<file path="config.mk">
export PLATFORM = sky130hd
export DESIGN_NAME = mp_irq_ctrl
export DESIGN_NICKNAME = d
export VERILOG_FILES = /design/src/rtl/mp_irq_pkg.sv /design/src/rtl/mp_irq_src.sv /design/src/rtl/mp_irq_arb.sv /design/src/rtl/mp_irq_ctrl.sv
export SDC_FILE = /design/constraint.sdc
export NUM_CORES = 2
export LEC_CHECK = 0
export BUFFER_PORTS_ARGS = -buffer_cell sky130_fd_sc_hd__buf_2
export CAP_MARGIN = 20
export CORE_UTILIZATION = 45
export CTS_CLUSTER_DIAMETER = 60
export DETAILED_ROUTE_END_ITERATION = 16
export GPL_ROUTABILITY_DRIVEN = 0
export PLACE_DENSITY = 0.59
export SYNTH_ARGS = -nofsm -noshare
export SYNTH_HDL_FRONTEND = slang
export SYNTH_SLANG_ARGS = --single-unit
export TNS_END_PERCENT = 1
</file>
<file path="constraint.sdc">
create_clock -name clk_i -period 3.8 [get_ports clk_i]
set_input_delay 0.57 -clock clk_i [delete_from_list [all_inputs] [get_ports clk_i]]
set_output_delay 0.57 -clock clk_i [all_outputs]
set_load 0.1 [all_outputs]
</file>
<file path="src/rtl/mp_irq_pkg.sv">
package mp_irq_pkg;
  localparam int unsigned ID_W = 10;
  localparam logic [ID_W-1:0] NO_IRQ = 10'h3FF;

  localparam logic [31:0] GLB_SIZE  = 32'h8000;
  localparam logic [31:0] LOC_SIZE  = 32'h1000;
  localparam logic [31:0] GLB_CTRL  = 32'h0000;
  localparam logic [31:0] GLB_TRIG  = 32'h0100;
  localparam logic [31:0] GLB_ROUTE = 32'h1000;

  localparam logic [11:0] LOC_CTRL  = 12'h000;
  localparam logic [11:0] LOC_TRIG  = 12'h014;
  localparam logic [11:0] LOC_SIG   = 12'h060;
  localparam logic [11:0] LOC_READY = 12'h06C;
  localparam logic [11:0] LOC_SETEN = 12'h0A0;
  localparam logic [11:0] LOC_CLREN = 12'h0A4;
  localparam logic [11:0] LOC_DONE  = 12'h0B4;

  typedef enum logic [1:0] {
    TRG_LVL_HI = 2'd0,
    TRG_LVL_LO = 2'd1,
    TRG_RISE   = 2'd2,
    TRG_FALL   = 2'd3
  } trig_e;
endpackage

</file>
<file path="src/rtl/mp_irq_src.sv">
module mp_irq_src
  import mp_irq_pkg::*;
(
  input  logic  clk_i,
  input  logic  rst_ni,
  input  trig_e trig_i,
  input  logic  in_i,
  input  logic  clr_i,
  output logic  pend_o
);
  logic prev_q, lat_q, edge_hit;

  always_comb begin
    case (trig_i)
      TRG_RISE: edge_hit = in_i & ~prev_q;
      TRG_FALL: edge_hit = ~in_i & prev_q;
      default:  edge_hit = 1'b0;
    endcase
  end

  always_ff @(posedge clk_i or negedge rst_ni) begin
    if (!rst_ni) begin
      prev_q <= 1'b0;
      lat_q  <= 1'b0;
    end else begin
      prev_q <= in_i;
      // a new edge wins over a claim in the same cycle
      if (edge_hit)   lat_q <= 1'b1;
      else if (clr_i) lat_q <= 1'b0;
    end
  end

  assign pend_o = trig_i[1] ? lat_q : (in_i ^ trig_i[0]);
endmodule

</file>
<file path="src/rtl/mp_irq_arb.sv">
module mp_irq_arb
  import mp_irq_pkg::*;
#(
  parameter int unsigned N = 64
) (
  input  logic [N-1:0]    req_i,
  output logic            valid_o,
  output logic [ID_W-1:0] id_o
);
  always_comb begin
    valid_o = 1'b0;
    id_o    = NO_IRQ;
    for (int i = N - 1; i >= 0; i--) begin
      if (req_i[i]) begin
        valid_o = 1'b1;
        id_o    = ID_W'(i);
      end
    end
  end
endmodule

</file>
<file path="src/rtl/mp_irq_ctrl.sv">
module mp_irq_ctrl
  import mp_irq_pkg::*;
#(
  parameter int unsigned NUM_CPU  = 4,
  parameter int unsigned NUM_SRC  = 64,
  parameter int unsigned NUM_PRIV = 32,
  localparam int unsigned ADDR_W  = $clog2(GLB_SIZE + NUM_CPU * LOC_SIZE)
) (
  input  logic                         clk_i,
  input  logic                         rst_ni,
  input  logic                         req_i,
  input  logic                         we_i,
  input  logic [ADDR_W-1:0]            addr_i,
  input  logic [31:0]                  wdata_i,
  output logic [31:0]                  rdata_o,
  input  logic [NUM_CPU*NUM_PRIV-1:0]  priv_irq_i,
  input  logic [NUM_SRC-NUM_PRIV-1:0]  shr_irq_i,
  output logic [NUM_CPU-1:0]           irq_o
);
  localparam int unsigned NUM_SHR    = NUM_SRC - NUM_PRIV;
  localparam int unsigned CPU_W      = (NUM_CPU > 1) ? $clog2(NUM_CPU) : 1;
  localparam int unsigned PIDX_W     = $clog2(NUM_PRIV);
  localparam int unsigned SIDX_W     = (NUM_SHR > 1) ? $clog2(NUM_SHR) : 1;
  localparam int unsigned PRIV_WORDS = (NUM_PRIV * 2 + 31) / 32;
  localparam int unsigned SHR_WORDS  = (NUM_SHR * 2 + 31) / 32;

  // ---------------- address decode ----------------
  logic [31:0]      a32, rel, win, gtw, ridx, ltw, sid;
  logic [11:0]      loff;
  logic             is_glb, loc_hit, g_trig_hit, g_route_hit, l_trig_hit;
  logic             wr, rd;
  logic [CPU_W-1:0] cpu_sel;

  assign a32     = 32'(addr_i);
  assign wr      = req_i & we_i;
  assign rd      = req_i & ~we_i;
  assign is_glb  = a32 < GLB_SIZE;
  assign rel     = a32 - GLB_SIZE;
  assign win     = rel >> 12;
  assign loc_hit = !is_glb && (win < NUM_CPU);
  assign cpu_sel = CPU_W'(win);
  assign loff    = a32[11:0];
  assign sid     = 32'(wdata_i[ID_W-1:0]);

  assign g_trig_hit  = is_glb && a32 >= GLB_TRIG && a32 < GLB_TRIG + 4 * SHR_WORDS;
  assign g_route_hit = is_glb && a32 >= GLB_ROUTE && a32 < GLB_ROUTE + 4 * NUM_SHR;
  assign l_trig_hit  = loc_hit && 32'(loff) >= 32'(LOC_TRIG) &&
                       32'(loff) < 32'(LOC_TRIG) + 4 * PRIV_WORDS;
  assign gtw  = (a32 - GLB_TRIG) >> 2;
  assign ridx = (a32 - GLB_ROUTE) >> 2;
  assign ltw  = (32'(loff) - 32'(LOC_TRIG)) >> 2;

  // ---------------- state ----------------
  logic                glb_en_q;
  logic [NUM_CPU-1:0]  loc_en_q;
  trig_e               priv_trig_q [NUM_CPU][NUM_PRIV];
  trig_e               shr_trig_q  [NUM_SHR];
  logic [NUM_SHR-1:0]  shr_fix_q;
  logic [CPU_W-1:0]    shr_tgt_q   [NUM_SHR];
  logic [NUM_PRIV-1:0] priv_en_q   [NUM_CPU];
  logic [NUM_PRIV-1:0] priv_isv_q  [NUM_CPU];
  logic [NUM_PRIV-1:0] priv_sw_q   [NUM_CPU];
  logic [NUM_SHR-1:0]  shr_en_q, shr_isv_q;
  logic [31:0]         rdata_q;

  // ---------------- arbitration ----------------
  logic [NUM_PRIV-1:0] priv_pend [NUM_CPU];
  logic [NUM_PRIV-1:0] priv_clr  [NUM_CPU];
  logic [NUM_SHR-1:0]  shr_pend, shr_clr;
  logic [ID_W-1:0]     arb_id [NUM_CPU];
  logic [NUM_CPU-1:0]  arb_valid;

  logic            rd_rdy, claim_v, claim_priv, claim_shr;
  logic            done_v, ipi_v;
  logic [ID_W-1:0] claim_id, done_id;

  assign rd_rdy     = rd && loc_hit && loff == LOC_READY;
  assign claim_id   = arb_id[cpu_sel];
  assign claim_v    = rd_rdy && arb_valid[cpu_sel];
  assign claim_priv = claim_v && 32'(claim_id) < NUM_PRIV;
  assign claim_shr  = claim_v && 32'(claim_id) >= NUM_PRIV;
  assign done_v     = wr && loc_hit && loff == LOC_DONE;
  assign done_id    = wdata_i[ID_W-1:0];
  assign ipi_v      = wr && loc_hit && loff == LOC_SIG;

  for (genvar c = 0; c < NUM_CPU; c++) begin : g_cpu
    logic [NUM_SHR-1:0] route_ok;
    logic [NUM_SRC-1:0] cand;
    logic               deliver;

    for (genvar i = 0; i < NUM_PRIV; i++) begin : g_priv
      assign priv_clr[c][i] = claim_priv && cpu_sel == CPU_W'(c) &&
                              claim_id == ID_W'(i);
      mp_irq_src u_src (
        .clk_i (clk_i),
        .rst_ni(rst_ni),
        .trig_i(priv_trig_q[c][i]),
        .in_i  (priv_irq_i[c*NUM_PRIV+i]),
        .clr_i (priv_clr[c][i]),
        .pend_o(priv_pend[c][i])
      );
    end

    for (genvar k = 0; k < NUM_SHR; k++) begin : g_route
      assign route_ok[k] = !shr_fix_q[k] || shr_tgt_q[k] == CPU_W'(c);
    end

    assign deliver = glb_en_q & loc_en_q[c];
    assign cand = {shr_pend & shr_en_q & ~shr_isv_q & route_ok,
                   (priv_pend[c] | priv_sw_q[c]) & priv_en_q[c] & ~priv_isv_q[c]}
                  & {NUM_SRC{deliver}};

    mp_irq_arb #(.N(NUM_SRC)) u_arb (
      .req_i  (cand),
      .valid_o(arb_valid[c]),
      .id_o   (arb_id[c])
    );
  end

  for (genvar k = 0; k < NUM_SHR; k++) begin : g_shr
    assign shr_clr[k] = claim_shr && claim_id == ID_W'(NUM_PRIV + k);
    mp_irq_src u_src (
      .clk_i (clk_i),
      .rst_ni(rst_ni),
      .trig_i(shr_trig_q[k]),
      .in_i  (shr_irq_i[k]),
      .clr_i (shr_clr[k]),
      .pend_o(shr_pend[k])
    );
  end

  assign irq_o = arb_valid;

  // ---------------- register writes, claim, complete ----------------
  always_ff @(posedge clk_i or negedge rst_ni) begin
    if (!rst_ni) begin
      glb_en_q  <= 1'b0;
      loc_en_q  <= '0;
      shr_fix_q <= '0;
      shr_en_q  <= '0;
      shr_isv_q <= '0;
      for (int k = 0; k < NUM_SHR; k++) begin
        shr_trig_q[k] <= TRG_LVL_HI;
        shr_tgt_q[k]  <= '0;
      end
      for (int c = 0; c < NUM_CPU; c++) begin
        priv_en_q[c]  <= '0;
        priv_isv_q[c] <= '0;
        priv_sw_q[c]  <= '0;
        for (int i = 0; i < NUM_PRIV; i++) priv_trig_q[c][i] <= TRG_LVL_HI;
      end
    end else begin
      if (wr && is_glb && a32 == GLB_CTRL) glb_en_q <= wdata_i[0];
      if (wr && g_trig_hit) begin
        for (int k = 0; k < NUM_SHR; k++)
          if (k / 16 == gtw) shr_trig_q[k] <= trig_e'(wdata_i[2*(k%16)+:2]);
      end
      if (wr && g_route_hit) begin
        for (int k = 0; k < NUM_SHR; k++)
          if (k == ridx) begin
            shr_fix_q[k] <= wdata_i[31];
            shr_tgt_q[k] <= wdata_i[CPU_W-1:0];
          end
      end
      if (wr && loc_hit && loff == LOC_CTRL) loc_en_q[cpu_sel] <= wdata_i[0];
      if (wr && l_trig_hit) begin
        for (int i = 0; i < NUM_PRIV; i++)
          if (i / 16 == ltw) priv_trig_q[cpu_sel][i] <= trig_e'(wdata_i[2*(i%16)+:2]);
      end
      if (wr && loc_hit && (loff == LOC_SETEN || loff == LOC_CLREN)) begin
        if (sid < NUM_PRIV)
          priv_en_q[cpu_sel][PIDX_W'(sid)] <= (loff == LOC_SETEN);
        else if (sid < NUM_SRC)
          shr_en_q[SIDX_W'(sid - NUM_PRIV)] <= (loff == LOC_SETEN);
      end
      if (ipi_v) begin
        for (int t = 0; t < NUM_CPU; t++)
          if (wdata_i[8+t]) priv_sw_q[t][PIDX_W'(wdata_i[3:0])] <= 1'b1;
      end
      if (claim_priv) begin
        priv_isv_q[cpu_sel][PIDX_W'(claim_id)] <= 1'b1;
        priv_sw_q[cpu_sel][PIDX_W'(claim_id)]  <= 1'b0;
      end
      if (claim_shr) shr_isv_q[SIDX_W'(32'(claim_id) - NUM_PRIV)] <= 1'b1;
      if (done_v) begin
        if (sid < NUM_PRIV)
          priv_isv_q[cpu_sel][PIDX_W'(sid)] <= 1'b0;
        else if (sid < NUM_SRC)
          shr_isv_q[SIDX_W'(sid - NUM_PRIV)] <= 1'b0;
      end
    end
  end

  // ---------------- read data ----------------
  logic [31:0] rd_val;
  always_comb begin
    rd_val = '0;
    if (is_glb) begin
      if (a32 == GLB_CTRL) rd_val[0] = glb_en_q;
      if (g_trig_hit) begin
        for (int k = 0; k < NUM_SHR; k++)
          if (k / 16 == gtw) rd_val[2*(k%16)+:2] = shr_trig_q[k];
      end
      if (g_route_hit) begin
        for (int k = 0; k < NUM_SHR; k++)
          if (k == ridx) rd_val = {shr_fix_q[k], {(31 - CPU_W){1'b0}}, shr_tgt_q[k]};
      end
    end else if (loc_hit) begin
      if (loff == LOC_CTRL)  rd_val[0] = loc_en_q[cpu_sel];
      if (loff == LOC_READY) rd_val = 32'(claim_id);
      if (l_trig_hit) begin
        for (int i = 0; i < NUM_PRIV; i++)
          if (i / 16 == ltw) rd_val[2*(i%16)+:2] = priv_trig_q[cpu_sel][i];
      end
    end
  end

  always_ff @(posedge clk_i or negedge rst_ni) begin
    if (!rst_ni)  rdata_q <= '0;
    else if (rd)  rdata_q <= rd_val;
  end
  assign rdata_o = rdata_q;

  logic unused_bits;
  assign unused_bits = ^{wdata_i[30:16], wdata_i[7:4], rel[11:0]};
endmodule

</file>
# After elaboration in Yosys (flattened, before gate mapping)
# Index checks and enable logic that the tools add are counted.
[word_totals]
reg_bits = 1221
output_inout_bits = 36
[op_classes]
n_addsub = 6
order_cmp = 26
eq_ne = 520
mux = 1457
bitwise = 848
reduce_logical = 590
[op_table]
columns = ["operator", "count"]
rows = [
  ["two-way mux 256 bit", 63],
  ["bitwise mux 256 bit", 32],
  ["demux 64 bit (select 2 bit)", 32],
  ["two-way mux 10 bit", 260],
  ["two-way mux 32 bit", 48],
  ["== test 2 bit (second input constant)", 386],
  ["two-way mux 1 bit", 746],
  ["two-way mux 128 bit", 5],
  ["AND 32 bit", 15],
  ["== test 5 x 30 -> 1 bit (first input constant)", 16],
  ["AND 1 bit", 326],
  ["inverter 1 bit", 322],
  ["== test 10 x 6 -> 1 bit (second input constant)", 32],
  ["one-hot mux 1 bit (2 select lines)", 160],
  ["nonzero test 2 bit", 160],
  ["AND 128 bit", 2],
  ["AND 64 bit", 4],
  ["inverter 128 bit", 2],
  ["== test 4 x 30 -> 1 bit (first input constant)", 8],
  ["logical AND 1 bit", 193],
  ["two-way mux 64 bit", 3],
  ["inverter 32 bit", 6],
  ["== test 10 x 5 -> 1 bit (second input constant)", 16],
  ["OR 32 bit", 5],
  ["other kinds (85)", 605],
]

# Logic depth before layout (Yosys ltp)
[logic_depth]
depth_word = 101
ltp_mapped = 16
depth_no_buf = 10

# Hierarchy
# A second synthesis with hierarchy kept.
[unflattened]
cells_unflattened = 5940
area_unflattened_um2 = 61749.2
[by_module_without_submodules]
columns = ["module", "n_inst", "cells_each", "area_each_um2", "seq_area_each_um2"]
rows = [
  ["mp_irq_ctrl", 1, 3908, 42485.7, 22546.6],
  ["mp_irq_src", 160, 9, 98.8, 50.0],
  ["mp_irq_arb", 4, 148, 862.1, 0.0],
]

# Worst setup path after synthesis
# No wires, ideal clock.
[synth_timing]
kind = "input-to-reg"
startpoint = "input port addr_i[8]"
endpoint = "register g_cpu[3].g_priv[16].u_src.lat_q"
setup_ps = 150
t_arrival_ps = 3463
required_time_ps = 3650
setup_slack_ps = 187
stages = 10
n_path_buf = 3
path_cell_list = "or4_1 clkbuf_1 or3_1 nor4_2 and2_1 buf_2 nand2_1 nor4_2 clkbuf_1 a41oi_1"
[synth_via]
elab_chain_len = 10
[synth_lines]
columns = ["element", "line", "source"]
rows = [
  ["start: declaration", "mp_irq_ctrl.sv:13", "input logic [ADDR_W-1:0] addr_i,"],
  ["subtractor 16 x 16 -> 17 bit / < comparator 16 bit (equally long branches)", "mp_irq_ctrl.sv:38, mp_irq_ctrl.sv:37", ""],
  ["inverter 2 -> 3 bit (implied by the code), or another cell as far along", "mp_irq_ctrl.sv:78", "assign claim_id = arb_id[cpu_sel];"],
  ["binary-select mux 10 bit (select 2 bit) / logical AND 1 bit (equally long branches)", "mp_irq_ctrl.sv:78, mp_irq_ctrl.sv:40", ""],
  ["two-way mux 10 bit (implied by the code) / logical AND 1 bit (equally long branches) (2 in series)", "mp_irq_ctrl.sv:78, mp_irq_ctrl.sv:77", ""],
  ["< comparator 10 x 6 -> 1 bit / logical AND 1 bit (equally long branches)", "mp_irq_ctrl.sv:80, mp_irq_ctrl.sv:79", ""],
  ["logical AND 1 bit", "mp_irq_ctrl.sv:80", "assign claim_priv = claim_v && 32'(claim_id) < NUM_PRIV;"],
  ["logical AND 1 bit", "mp_irq_ctrl.sv:92", "assign priv_clr[c][i] = claim_priv && cpu_sel == CPU_W'(c) &&"],
  ["logical AND 1 bit (*)", "mp_irq_ctrl.sv:92", ""],
  ["nonzero test 2 bit (no source line) (*)", "--", ""],
  ["end signal: assignment", "mp_irq_src.sv:24", "lat_q <= 1'b0;"],
  ["end signal: assignment", "mp_irq_src.sv:28", "if (edge_hit) lat_q <= 1'b1;"],
  ["end signal: assignment", "mp_irq_src.sv:29", "else if (clr_i) lat_q <= 1'b0;"],
  ["end: declaration", "mp_irq_src.sv:11", "logic prev_q, lat_q, edge_hit;"],
]
# Every way passes the cells marked *; elsewhere a longest branch is shown, timed or not. The select of a mux whose other input is x is not followed.
# A chain may end at the register's enable or synchronous reset.

# Worst setup path after layout
[layout_timing]
startpoint = "register shr_trig_q[10] (netlist name)"
endpoint = "output port irq_o[3]"
[layout_via]
elab_chain_len = 65
[layout_lines]
columns = ["element", "line", "source"]
rows = [
  ["start: declaration", "mp_irq_ctrl.sv:57", "trig_e shr_trig_q [NUM_SHR];"],
  ["start signal: indexed assignment", "mp_irq_ctrl.sv:156", "if (k / 16 == gtw) shr_trig_q[k] <= trig_e'(wdata_i[2*(k%16)+:2]);"],
  ["XOR 1 bit", "mp_irq_src.sv:33", "assign pend_o = trig_i[1] ? lat_q : (in_i ^ trig_i[0]);"],
  ["two-way mux 1 bit", "mp_irq_src.sv:33", ""],
  ["AND 32 bit (3 in series)", "mp_irq_ctrl.sv:109", "assign cand = {shr_pend & shr_en_q & ~shr_isv_q & route_ok,"],
  ["AND 64 bit", "mp_irq_ctrl.sv:111", "& {NUM_SRC{deliver}};"],
  ["two-way mux 1 bit (59 in series)", "mp_irq_arb.sv:14", "if (req_i[i]) begin"],
  ["end: declaration", "mp_irq_ctrl.sv:18", "output logic [NUM_CPU-1:0] irq_o"],
]
# No other way between the ends.

==> impl_results.md <==
* CTS tree: done
* Starting DRC count in detailed routing at about 9,100
* Synthesized netlist cell count at ~6,500
* Fmax at roughly 230 MHz
* Final count of hold timing violations at 0
* Post-synthesis cell type count at 92
* Post-DP HPWL at 213,000 um
* Crit path launch: shr_trig_q[10]$_DFFE_PN0P_
* 1st-pass router iterations at 8
* Register-to-register path setup slack at -0.27 ns
* Wire length per cell at 30.0 um
* Effective utilization at floorplan at 0.455
* Class of the tightest hold or removal check: in -> reg
* Number of levels the H-tree was split into at 4
* Violations in the final reports: setup timing
* Final critical path time including I/O delays and setup at 4.27 ns
* Most frequent cell after synthesis: sky130_fd_sc_hd__dfrtp_1
* Transition time at the pin with the least slew margin at around 1.4 ns
* Clk root buf: sky130_fd_sc_hd__clkbuf_16
* Synthesis Warnings at 0
* Share of flip-flops with an asynchronous set or reset at 1.00
* CORE AREA at 0.140 sq mm
* Pre-CTS WS at -0.735 ns
* Worst setup slack after layout at -0.470 ns
* Post-route worst hold slack at 0.0194 ns
* Max Transition Viols Final at 0
* Post-synth top flop: sky130_fd_sc_hd__dfrtp_1
* Combined area of all synthesized cells at 0.0636 sq mm
* IO Pins at 248
* Vias in the first global route at 58,600
* Startpoint kind of the worst setup timing path: flop
* Mean number of vias per cell at 6.39
* Chip height at 378 um
* TritonCTS Buffers at 143
* Synthesis-stage register bit count at 1,221
* Pin count of the biggest net entering global routing at between 100 and 150
* Sink Count at 1,221
* Die outline width at 378 um
* Global router's overall resource usage at 0.405
* Worst EP required at 3.23 ns
* Die Footprint at 0.143 sq mm
* Share of cells above drive strength 1 at 0.309
* Synthesized net count at 6,664
* Worst supply voltage drop on vdd at 0.380 mV
* Lkg Pwr at around 37 nW
* Row Count at 137
* Max Buffers Root-to-Sink at 3
* Post-synth EDFFs at 0
* Fill cell count at ~12,000
* Source of the worst register-to-register timing path: shr_trig_q[18]$_DFFE_PN0P_
* Global-route wire length before repair at 415,000 um
* Global-route congestion overflow total at 0
* DRC violation count after routing at 0
* Result of the run: complete, but fails checks
* Area added between synthesis and finish at 32.1%
* Cell taking the most area after synthesis: sky130_fd_sc_hd__dfrtp_1
* PD cells at roughly 350 mW/mm^2
* Antenna violations before repair at 25
* Total vias in the final route at between 60,000 and 70,000
* Max-Cap Viols at 0
* Worst rel slew slack at 0.0822
* Placed instance area at 0.0756 sq mm
* Number of routed nets with antenna violations at 0
* Number of failing setup endpoints in the final timing report at 418
* Total length of routed wires at between 200,000 and 300,000 um
* Cell types occupying the most area after synthesis: sky130_fd_sc_hd__dfrtp_1, sky130_fd_sc_hd__mux2_2, sky130_fd_sc_hd__o21ai_0
* Share of Yosys cell area claimed by the top area cell type at 0.481
* # port buffers at ~250
* Max FO, Critical Path at 4
* Finished layout cell area at 0.0840 sq mm
* R2R Path End: g_cpu[1].g_priv[1].u_src.lat_q$_DFFE_PN0P_
* Arrival time of the worst setup path at 3.70 ns
* WS Path Type: reg -> out
* FF-to-FF path depth at 15
* Critical path endpoint: irq_o[3]
* Hold Crit Start: priv_irq_i[9]
* Total Nets Final at 7,965
* Worst-skew pair later-pin latency at 0.83 ns
* Clock transition at the registers of the reported paths at 0.06 ns
* Layout Skew at 0.0818 ns
* Share of the clock period used by the worst path after layout at 1.12
* Average footprint of a synthesized cell at a little under 10 sq um
* Commonest cells post-synth: sky130_fd_sc_hd__dfrtp_1, sky130_fd_sc_hd__o21ai_0, sky130_fd_sc_hd__nand2_1
* Setup crit end kind: output pin
* Setup repair after global routing missed its margin: true
* Register area share after synthesis at 0.481
[critical path: stages, from the launching register on]
cell,delay (ns)
sky130_fd_sc_hd__dfrtp_1,0.39
sky130_fd_sc_hd__xor2_1,0.15
sky130_fd_sc_hd__o2111ai_1,0.18
sky130_fd_sc_hd__buf_4,0.21
sky130_fd_sc_hd__a21oi_1,0.10
sky130_fd_sc_hd__buf_4,0.17
sky130_fd_sc_hd__o41ai_1,0.41
sky130_fd_sc_hd__buf_4,0.21
sky130_fd_sc_hd__and4_1,0.27
sky130_fd_sc_hd__and3_4,0.22
sky130_fd_sc_hd__buf_6,0.13
sky130_fd_sc_hd__clkinvlp_4,0.19
sky130_fd_sc_hd__buf_12,0.22
[flip-flops by register name, indices dropped and copies added (netlist names), 64 cells and up]
name	count
priv_sw_q	128
g_cpu.g_priv.u_src.lat_q	128
shr_tgt_q	64
g_cpu.g_priv.u_src.prev_q	128
priv_trig_q	256
priv_en_q	128
priv_isv_q	128
shr_trig_q	64
[cells in the final DEF (no fill, tap or decap), types with 61 or more instances in the layout]
master and instances:
sky130_fd_sc_hd__mux2_2 410, sky130_fd_sc_hd__dfrtp_1 1218, sky130_fd_sc_hd__a21oi_1 302, sky130_fd_sc_hd__nor2b_1 61, sky130_fd_sc_hd__inv_1 104, sky130_fd_sc_hd__a41oi_1 138, sky130_fd_sc_hd__dlygate4sd3_1 150, sky130_fd_sc_hd__buf_12 111
sky130_fd_sc_hd__mux4_2 68, sky130_fd_sc_hd__clkbuf_16 146, sky130_fd_sc_hd__nor2_1 476, sky130_fd_sc_hd__a211oi_1 103, sky130_fd_sc_hd__nand2b_1 176, sky130_fd_sc_hd__xnor2_1 101, sky130_fd_sc_hd__buf_2 240, sky130_fd_sc_hd__o21ai_1 65
sky130_fd_sc_hd__nand2_1 645, sky130_fd_sc_hd__a21boi_0 103, sky130_fd_sc_hd__o31ai_1 173, sky130_fd_sc_hd__a31oi_1 100, sky130_fd_sc_hd__nor3b_1 118, sky130_fd_sc_hd__buf_4 1009, sky130_fd_sc_hd__o21ai_0 731
[per-stage QoR]
step	std cells	total power, mW	util	TNS, ns
2_1_floorplan	6452	14.0	-	0
3_3_place_gp	9296	15.1	0.541	-242.13
3_5_place_dp	9297	15.2	0.541	-221.15
4_1_cts	9733	29.3	0.593	-15.45
5_1_grt	9748	30.0	0.600	-34.60
6_report	9762	29.3	0.601	-47.80
[worst min-delay path by stage]
stage                                                 end  slack [ns]  depth (start not counted)
3_3_place_gp                      rdata_o[29]$_DFFE_PN0P_        0.46                          2
4_1_cts        g_cpu[3].g_priv[23].u_src.prev_q$_DFF_PN0_      0.0003                          2
5_1_grt         g_cpu[2].g_priv[1].u_src.prev_q$_DFF_PN0_       0.004                          2
3_5_place_dp                       rdata_o[2]$_DFFE_PN0P_        0.47                          2
2_1_floorplan  g_cpu[0].g_priv[0].u_src.lat_q$_DFFE_PN0P_        0.27                          0
6_report        g_cpu[0].g_priv[9].u_src.prev_q$_DFF_PN0_        0.02                          2
[report_power, final]
| part | total, mW | switching, mW | leakage [nW] | internal, mW |
|---|---|---|---|---|
| Combinational | 2.01 | 1.37 | 17.7 | 0.639 |
| Clock | 14.1 | 6.03 | 2.37 | 8.09 |
| Sequential | 13.2 | 0.0530 | 16.6 | 13.1 |
[kinds of logic after synthesis]
kind of cell	synth area share
xor+xnor	0.0220
mux	0.0972
compound gates	0.224
flops	0.481
simple gates	0.145
buf+inv	0.0307
[layout make-up]
| cell class | count | area (sq um) | area share |
|---|---|---|---|
| Sequential cell | 1221 | 30600 | 0.364 |
| Clock inverter | 55 | 637 | 0.00758 |
| Timing Repair Buffer | 1555 | 13100 | 0.155 |
| Multi-Input combinational cell | 4724 | 32800 | 0.390 |
| Tap cell | 1876 | 2350 | 0.0279 |
| Clock buffer | 208 | 4180 | 0.0498 |
| Antenna cell | 15 | 37.5 | 0.000447 |
| Inverter | 108 | 417 | 0.00496 |
[timing repair]
action                                 CTS  global route
endpoints found under the hold margin  215             0
hold buffers                           150             0
pin swaps                               35            66
setup endpoints to repair              457           455
setup buffers                           26            16
gates cloned                             0             3
gates resized for setup                188           200
[metal layers]
layer  track usage  wire length (um)
met5       0.00137               116
met4         0.275             23700
met3         0.132             38100
met2         0.557            118000
met1         0.540            113000
(Power assumes the default switching activity.)
